`src/rtl/cal_pkg.sv`:
```
package cal_pkg;

    localparam int unsigned NUM_REGS = 7;

    typedef struct packed {
        logic [7:0] sec;
        logic [7:0] min;
        logic [7:0] hour;
        logic [7:0] dow;
        logic [7:0] date;
        logic [7:0] mon;
        logic [7:0] yr;
    } cal_regs_t;

    // One BCD step upward; the caller handles the wrap of each field.
    function automatic logic [7:0] bcd_inc(input logic [7:0] v);
        if (v[3:0] >= 4'h9)
            return {v[7:4] + 4'h1, 4'h0};
        else
            return v + 8'h01;
    endfunction

    function automatic logic [7:0] reg_mask(input logic [2:0] a);
        case (a)
            3'd0:    return 8'hFF;
            3'd1:    return 8'h7F;
            3'd2:    return 8'h7F;
            3'd3:    return 8'h07;
            3'd4:    return 8'h3F;
            3'd5:    return 8'h1F;
            3'd6:    return 8'hFF;
            default: return 8'h00;
        endcase
    endfunction

endpackage

```
`src/rtl/cal_subsec.sv`:
```
module cal_subsec #(
    parameter int unsigned SUB_TICKS = 4
) (
    input  logic clk,
    input  logic rst_n,
    input  logic tick,
    input  logic run,
    input  logic hold,
    input  logic clear,
    output logic sec_pulse
);
    logic advance;
    assign advance = run && tick && !hold;

    generate
        if (SUB_TICKS > 1) begin : g_count
            localparam int unsigned CW = $clog2(SUB_TICKS);
            localparam logic [CW-1:0] LAST = CW'(SUB_TICKS - 1);
            logic [CW-1:0] ph_d, ph_q;

            always_comb begin
                ph_d = ph_q;
                if (clear)
                    ph_d = '0;
                else if (advance)
                    ph_d = (ph_q == LAST) ? '0 : ph_q + 1'b1;
            end

            always_ff @(posedge clk) begin
                if (!rst_n) ph_q <= '0;
                else        ph_q <= ph_d;
            end

            assign sec_pulse = advance && (ph_q == LAST);
        end else begin : g_direct
            assign sec_pulse = advance;
        end
    endgenerate
endmodule

```
`src/rtl/cal_hour_step.sv`:
```
module cal_hour_step
    import cal_pkg::*;
(
    input  logic       mode12,
    input  logic [5:0] hour_in,
    output logic [5:0] hour_out,
    output logic       day_carry
);
    logic [7:0] inc12, inc24;
    assign inc12 = bcd_inc({3'b000, hour_in[4:0]});
    assign inc24 = bcd_inc({2'b00, hour_in});

    always_comb begin
        hour_out  = hour_in;
        day_carry = 1'b0;
        if (mode12) begin
            if (hour_in[4:0] == 5'h12) begin
                hour_out = {hour_in[5], 5'h01};
            end else if (hour_in[4:0] == 5'h11) begin
                hour_out  = {~hour_in[5], 5'h12};
                day_carry = hour_in[5];
            end else begin
                hour_out = {hour_in[5], inc12[4:0]};
            end
        end else begin
            if (hour_in >= 6'h23) begin
                hour_out  = 6'h00;
                day_carry = 1'b1;
            end else begin
                hour_out = inc24[5:0];
            end
        end
    end
endmodule

```
`src/rtl/cal_month_len.sv`:
```
module cal_month_len (
    input  logic [7:0] mon,
    input  logic [7:0] yr,
    output logic [7:0] last_date
);
    logic leap;
    always_comb begin
        if (yr[4])
            leap = (yr[3:0] == 4'd2) || (yr[3:0] == 4'd6);
        else
            leap = (yr[3:0] == 4'd0) || (yr[3:0] == 4'd4) || (yr[3:0] == 4'd8);
    end

    always_comb begin
        case (mon)
            8'h02:                      last_date = leap ? 8'h29 : 8'h28;
            8'h04, 8'h06, 8'h09, 8'h11: last_date = 8'h30;
            default:                    last_date = 8'h31;
        endcase
    end
endmodule

```
`src/rtl/bcd_calendar.sv`:
```
module bcd_calendar
    import cal_pkg::*;
#(
    parameter int unsigned SUB_TICKS = 4
) (
    input  logic       clk,
    input  logic       rst_n,
    input  logic       tick,
    input  logic       wr_en,
    input  logic [2:0] addr,
    input  logic [7:0] wdata,
    output logic [7:0] rdata,
    output logic       halted
);
    localparam cal_regs_t RESET_VAL = '{
        sec: 8'h00, min: 8'h00, hour: 8'h00, dow: 8'h01,
        date: 8'h01, mon: 8'h01, yr: 8'h00
    };

    cal_regs_t  r_d, r_q;
    logic       sec_pulse;
    logic [5:0] hr_next;
    logic       hr_carry;
    logic [7:0] last_date;

    assign halted = r_q.sec[7];

    cal_subsec #(.SUB_TICKS(SUB_TICKS)) u_subsec (
        .clk       (clk),
        .rst_n     (rst_n),
        .tick      (tick),
        .run       (!r_q.sec[7]),
        .hold      (wr_en),
        .clear     (wr_en && (addr == 3'd0)),
        .sec_pulse (sec_pulse)
    );

    cal_hour_step u_hour (
        .mode12    (r_q.hour[6]),
        .hour_in   (r_q.hour[5:0]),
        .hour_out  (hr_next),
        .day_carry (hr_carry)
    );

    cal_month_len u_mlen (
        .mon       (r_q.mon),
        .yr        (r_q.yr),
        .last_date (last_date)
    );

    always_comb begin
        logic c_min, c_hr, c_day, c_mon, c_yr;
        logic [7:0] wv;
        r_d   = r_q;
        c_min = 1'b0;
        c_hr  = 1'b0;
        c_day = 1'b0;
        c_mon = 1'b0;
        c_yr  = 1'b0;
        wv    = wdata & reg_mask(addr);
        if (wr_en) begin
            case (addr)
                3'd0:    r_d.sec  = wv;
                3'd1:    r_d.min  = wv;
                3'd2:    r_d.hour = wv;
                3'd3:    r_d.dow  = wv;
                3'd4:    r_d.date = wv;
                3'd5:    r_d.mon  = wv;
                3'd6:    r_d.yr   = wv;
                default: r_d = r_q;
            endcase
        end else if (sec_pulse) begin
            if (r_q.sec[6:0] >= 7'h59) begin
                r_d.sec = 8'h00;
                c_min   = 1'b1;
            end else begin
                r_d.sec = bcd_inc({1'b0, r_q.sec[6:0]});
            end
            if (c_min) begin
                if (r_q.min >= 8'h59) begin
                    r_d.min = 8'h00;
                    c_hr    = 1'b1;
                end else begin
                    r_d.min = bcd_inc(r_q.min);
                end
            end
            if (c_hr) begin
                r_d.hour = {1'b0, r_q.hour[6], hr_next};
                c_day    = hr_carry;
            end
            if (c_day) begin
                r_d.dow = (r_q.dow >= 8'h07) ? 8'h01 : r_q.dow + 8'h01;
                if (r_q.date >= last_date) begin
                    r_d.date = 8'h01;
                    c_mon    = 1'b1;
                end else begin
                    r_d.date = bcd_inc(r_q.date);
                end
            end
            if (c_mon) begin
                if (r_q.mon >= 8'h12) begin
                    r_d.mon = 8'h01;
                    c_yr    = 1'b1;
                end else begin
                    r_d.mon = bcd_inc(r_q.mon);
                end
            end
            if (c_yr)
                r_d.yr = (r_q.yr >= 8'h99) ? 8'h00 : bcd_inc(r_q.yr);
        end
    end

    always_ff @(posedge clk) begin
        if (!rst_n) r_q <= RESET_VAL;
        else        r_q <= r_d;
    end

    always_comb begin
        case (addr)
            3'd0:    rdata = r_q.sec;
            3'd1:    rdata = r_q.min;
            3'd2:    rdata = r_q.hour;
            3'd3:    rdata = r_q.dow;
            3'd4:    rdata = r_q.date;
            3'd5:    rdata = r_q.mon;
            3'd6:    rdata = r_q.yr;
            default: rdata = 8'h00;
        endcase
    end
endmodule

```
`config.mk`:
```
export PLATFORM = sky130hd
export DESIGN_NAME = bcd_calendar
export DESIGN_NICKNAME = d
export VERILOG_FILES = /design/src/rtl/cal_pkg.sv /design/src/rtl/cal_subsec.sv /design/src/rtl/cal_hour_step.sv /design/src/rtl/cal_month_len.sv /design/src/rtl/bcd_calendar.sv
export SDC_FILE = /design/constraint.sdc
export NUM_CORES = 1
export LEC_CHECK = 0
export BUFFER_PORTS_ARGS = -buffer_cell sky130_fd_sc_hd__buf_4
export CAP_MARGIN = 20
export CORE_ASPECT_RATIO = 0.8
export CORE_MARGIN = 2
export CORE_UTILIZATION = 33
export CTS_BUF_LIST = sky130_fd_sc_hd__clkbuf_8
export DETAILED_ROUTE_END_ITERATION = 10
export PLACE_DENSITY = 0.49
export SLEW_MARGIN = 30
export SYNTH_ARGS = -nofsm -noshare
export SYNTH_HDL_FRONTEND = slang
export SYNTH_SLANG_ARGS = --single-unit
```
`constraint.sdc`:
```
create_clock -name clk -period 3.2 [get_ports clk]
set_input_delay 0.32 -clock clk [delete_from_list [all_inputs] [get_ports clk]]
set_output_delay 0.32 -clock clk [all_outputs]
set_load 0.02 [all_outputs]
```
======== Word-level counts from Yosys, hierarchy flattened ========
Cells that the tools add are included.
cells by class
  add/subtract/negate cells ............... 16
  magnitude comparators ................... 13
  equality and inequality tests ........... 27
  mux-type cells .......................... 59
  bitwise gates (word level) .............. 3
  reductions and logical operators ........ 30
operators by type and width
  kind                   count
  $mux W8                22
  $mux W56               2
  $pmux W8 S7            1
  $add A8 B1 Y8 const B  5
  $pmux W8 S5            1
  $mux W6                5
  $ge A4 B4 Y1 const B   6
  $mux W1                24
  $reduce_and A3 Y1      6
  $add A4 B1 Y4 const B  4
  $eq A8 B3 Y1 const B   2
  $mux W16               1
  $pmux W8 S2            1
  $ne A2 B1 Y1 const B   7
  $reduce_bool A2 Y1     6
  $eq A5 B5 Y1 const B   2
  $eq A3 B3 Y1 const B   3
  $add A7 B1 Y8 const B  1
  $and A8 B8 Y8          1
  $eq A4 B3 Y1 const B   2
  $eq A8 B2 Y1 const B   1
  $eq A8 B4 Y1 const B   1
  $eq A8 B5 Y1 const B   1
  $ge A8 B3 Y1 const B   1
  30 further kinds       42
storage, ports and cells
  bits in registers ....................... 58
  input bits .............................. 15
  output and inout port bits .............. 9
  word-level logic and storage cells ...... 158

======== Logic depth before layout (Yosys ltp) ========
  depth after elaboration ................. 21
  mapped depth ............................ 14
  mapped depth without buffers ............ 13

======== Cells and area by module ========
Synthesis repeated with hierarchy kept, for this count alone.
second synthesis, totals
  cells, all modules ...................... 598
  area, all modules ....................... 4,735.8 um2
by module, submodules not included
  module         instances  cells an instance  area an instance (um2)  seq. area each (um2)
  bcd_calendar   1          519                4,090.2                 1,121.1
  cal_hour_step  1          48                 382.9                   0.0
  cal_month_len  1          20                 142.6                   0.0
  cal_subsec     1          11                 120.1                   40.0

======== Worst setup path after synthesis ========
Ideal clock, no wire load.
  kind .................................... reg2reg
  start point ............................. register r_q[12] (netlist name)
  end point ............................... register r_q[1] (netlist name)
  library setup time ...................... 0.086 ns
  data arrival time ....................... 2.890 ns
  data required time ...................... 3.114 ns
  path slack .............................. 0.225 ns
  cell stages (with the launch flop) ...... 15
  path buffers ............................ 1
  period minus slack after synthesis ...... 2.975 ns
  cell sequence ........................... dfxtp_1 > inv_1 > ha_1 > mux2_2 > nand2_1 > o21ai_0 > a31oi_1 > ha_1 > nor4b_1 > o22ai_1 > nor3_1 > o32a_1 > buf_6 > a311oi_2 > a211oi_1
between the ends
  longest elaborated chain between the ends .. 13
  elaborated cells on any way between the ends .. 19
  those cells by class .................... order compare: 2; eq/ne: 5; mux: 9; reduce/logical: 3
ends and longest elaborated chain
  what                                     RTL line             RTL
  from (decl)                              bcd_calendar.sv:20   cal_regs_t r_d, r_q;
  from (signal assigned)                   bcd_calendar.sv:115  else r_q <= r_d;
  $eq A8 B3 Y1 (tied with other cells)     cal_month_len.sv:15  case (mon)
  $reduce_or A4 Y1                         cal_month_len.sv:15
  $pmux W8 S2                              cal_month_len.sv:15
  $ge A8 B8 Y1                             bcd_calendar.sv:93   if (r_q.date >= last_date) begin
  $mux W1                                  bcd_calendar.sv:93
  $mux W1                                  bcd_calendar.sv:91   if (c_day) begin
  $mux W1                                  bcd_calendar.sv:72   end else if (sec_pulse) begin
  $mux W1                                  bcd_calendar.sv:61   if (wr_en) begin
  $mux W1 (*)                              bcd_calendar.sv:100  if (c_mon) begin
  $mux W1 (*)                              bcd_calendar.sv:72
  $mux W1 (*)                              bcd_calendar.sv:61
  $reduce_bool A2 Y1 (no source line) (*)  --
  $reduce_and A3 Y1 (no source line) (*)   --
Every way passes the cells marked *; elsewhere a longest branch is shown, timed or not. The select of a mux whose other input is x is not followed.
A chain may end at the register's enable or synchronous reset.

======== Final worst setup path ========
Same ends and word-level chain as after synthesis.

==> impl_metrics.ini <==
[floorplan]
row_count = 37
die_area_um2 = 14000
pin_count = 24
coreArea_um2 = 12800
die_h_um = 106
die_w_um = 132
start_util = 0.337

[drt]
wl_per_cell_um = 19.2
num_vias = 4313
drtIter0Drc = 296
wirelength_mm = 14.6
ant_nets = 0
drtPass1Iterations = 5
drc = 0
vias_per_cell = 5.69

[power]
p_per_area_nw_per_um2 = 337
power.total_mw = 1.68
p_sw_uw = 517
share_comb_of_total_power = 0.153
power_frac_seq = 0.450
p_int_mw = 1.17
clkPwrFrac = 0.397
ir_drop_v = 0.000164
p_sw_frac = 0.307
p_leak_nw = 2.03

[global_route]
grtUsageTotal = 0.213
grt.overflow.total = 0
antenna_found_initial = 0
grt_pass1_wl_mm = 23.0
grt_pass1_vias = 4047
grt_max_degree = 31

[placement]
dpl.hpwl_mm = 10.7
io_buffers = 23
gp_congestion = 0.838
place_ws_ns = 0.124
dp_cells = 740
place_area_um2 = 4760

[synthesis]
synth_top_cell_area_share = 0.270
avgSynthCellArea_um2 = 7.91
synth.most_common_cell = dfxtp_1
syn_nets = 599
synth-main-ff-cell = dfxtp_1
synth_area_leaders = dfxtp_1 (27%), ha_1 (12%), o21ai_0 (5.7%), a21oi_1 (4.9%), nand2_1 (4.7%)
ys_seq_area_frac = 0.270
synth-edff-count = 0
ys_types = 66
syn_area_um2 = 4310
yosys.area.top_type = dfxtp_1
netlist_instances = 544
synthArstFlopShare = 0
synth_commonest_cells = dfxtp_1 (58), nand2_1 (54), nor2_1 (51)
ys_ff_latch = 58
yosys_warnings = 0

[clocking]
htree_levels = 3
cts_hold_buf = 0
cts_buffer_depth = 2
root_buffer = clkbuf_8
clk-insertion-delay-late_ns = 0.36
numCtsBuffers = 9
clock_sinks = 58
cts.clk_slew.worst_paths_ns = 0.07
cts_tree = built

[final_layout]
seqCellArea_um2 = 1160
multi_input_area_um2 = 2960
areaGrowthSynthToFinish_pct = 16.2
fill_cells = 1349
final_cells = 758
final_area_um2 = 5000
final_nets = 632
final_layout_size_suffix_gt1_frac = 0.148
final_util = 0.391

[worst_setup_path]
path_max_fanout = 7
end_kind = flop
reg2reg_depth = 15
required_ns = 3.43
worstPathArrival_ns = 3.26
startpoint_type = flop
critical_path_class = reg -> reg

[job]
cap_violations = 0

[timing]
post-route-period-util = 0.946
finalHoldViolations = 0
finalSetupViolCount = 0
clock-skew-final_ns = 0.00767
max-slew-margin-rel = 0.591
post-route-min-period_ns = 3.03
drv_slew = 0
worst_pin_slew_ns = 0.609
fmax_mhz = 330
layout_setup_ws_ns = 0.171

[run_status]
status = finished clean

[min_path]
hp-class = in -> reg
min_path_cells = 3
[per-layer routing]
metal  GRT usage  vias up  routed length [µm]
li1            -     2087                   -
met1       0.316     2096                7460
met2       0.302      108                6150
met3      0.0439       22                 646
met4      0.0730        0                 309
met5           0        -                   0
[sequential cells by signal (all words and copies together), names as in the netlist]
register and flops:
halted 1, r_q 55, u_subsec.g_count.ph_q 2
[what timing repair did]
item / 4_1_cts / 5_1_grt
endpoints found under the hold margin: 0 / 0
buffers inserted: 0 / 1
setup endpoints to repair: 0 / 18
gates resized for setup: 0 / 11
[cell families (layout without fill, tap and decap cells)]
kind of cell             Yosys count  in the layout  share of synthesized area
AND/OR/NAND/NOR                  191            191                      0.217
adder cells (fa/ha/maj)           40             40                      0.116
AO/OA/AOI/OAI                    175            175                      0.267
other                              0              1                          0
buffers and inverters             55             93                     0.0541
flip-flops                        58             58                      0.270
multiplexers                      23             23                     0.0712
XOR/XNOR                           2              2                    0.00407
[stage by stage]
stage	setup TNS [ns]	hold slack [ns]
floorplan	0	0.423
global placement	0	0.452
detailed placement	0	0.463
global route	-0.0278	0.214
finish	0	0.225
CTS	0	0.215
[power groups by stage]
stage / registers [mW] / clock network, mW / logic [mW]
2_1_floorplan: 0.767 / 0 / 0.162
6_report: 0.757 / 0.668 / 0.258
3_5_place_dp: 0.773 / 0 / 0.252
3_3_place_gp: 0.773 / 0 / 0.251
4_1_cts: 0.757 / 0.673 / 0.253
5_1_grt: 0.760 / 0.703 / 0.285
[worst max-delay path, stage by stage (launching register included)]
cell      delay [ns]
dfxtp_2         0.35
inv_1           0.10
ha_1            0.17
nor2b_2         0.15
nand4b_1        0.21
nor3_2          0.21
a31oi_1         0.06
ha_1            0.29
nor4b_2         0.04
o22ai_1         0.21
nor3_1          0.07
buf_4           0.18
o32a_1          0.39
buf_4           0.16
a311oi_2        0.23
a211oi_1        0.07
[placed cells by master (no fill, tap or decap), drive strengths merged, types with 6 or more instances in the layout]
| cell type | count |
|---|---|
| mux4 | 6 |
| buf | 49 |
| a311oi | 7 |
| a21oi | 42 |
| o21ai | 52 |
| dfxtp | 58 |
| a31oi | 6 |
| nor2 | 51 |
| nand3 | 22 |
| a211oi | 9 |
| nand2b | 6 |
| nand2 | 54 |
| and3 | 11 |
| nor3b | 10 |
| nor2b | 6 |
| clkbuf | 12 |
| mux2i | 16 |
| inv | 30 |
| o21a | 7 |
| nor3 | 11 |
| ha | 40 |
[path summary, 6_finish.rpt]
path,to,from,slack (ns)
setup reg to reg,r_q[1],r_q[12],0.17
hold / removal,r_q[38],wdata[6],0.22
hold reg to reg,r_q[15],r_q[15],0.48
setup / recovery,r_q[1],r_q[12],0.17
[final cells by class]
cell class,instances,area share
sequential,58,0.233
clock buffer,12,0.0330
tap,175,0.0438
clock inverter,4,0.00350
inverter,28,0.0210
antenna,1,0.000500
timing repair buffer,49,0.0743
multi-input combinational,431,0.591
Power figures use the tool's default switching activity.
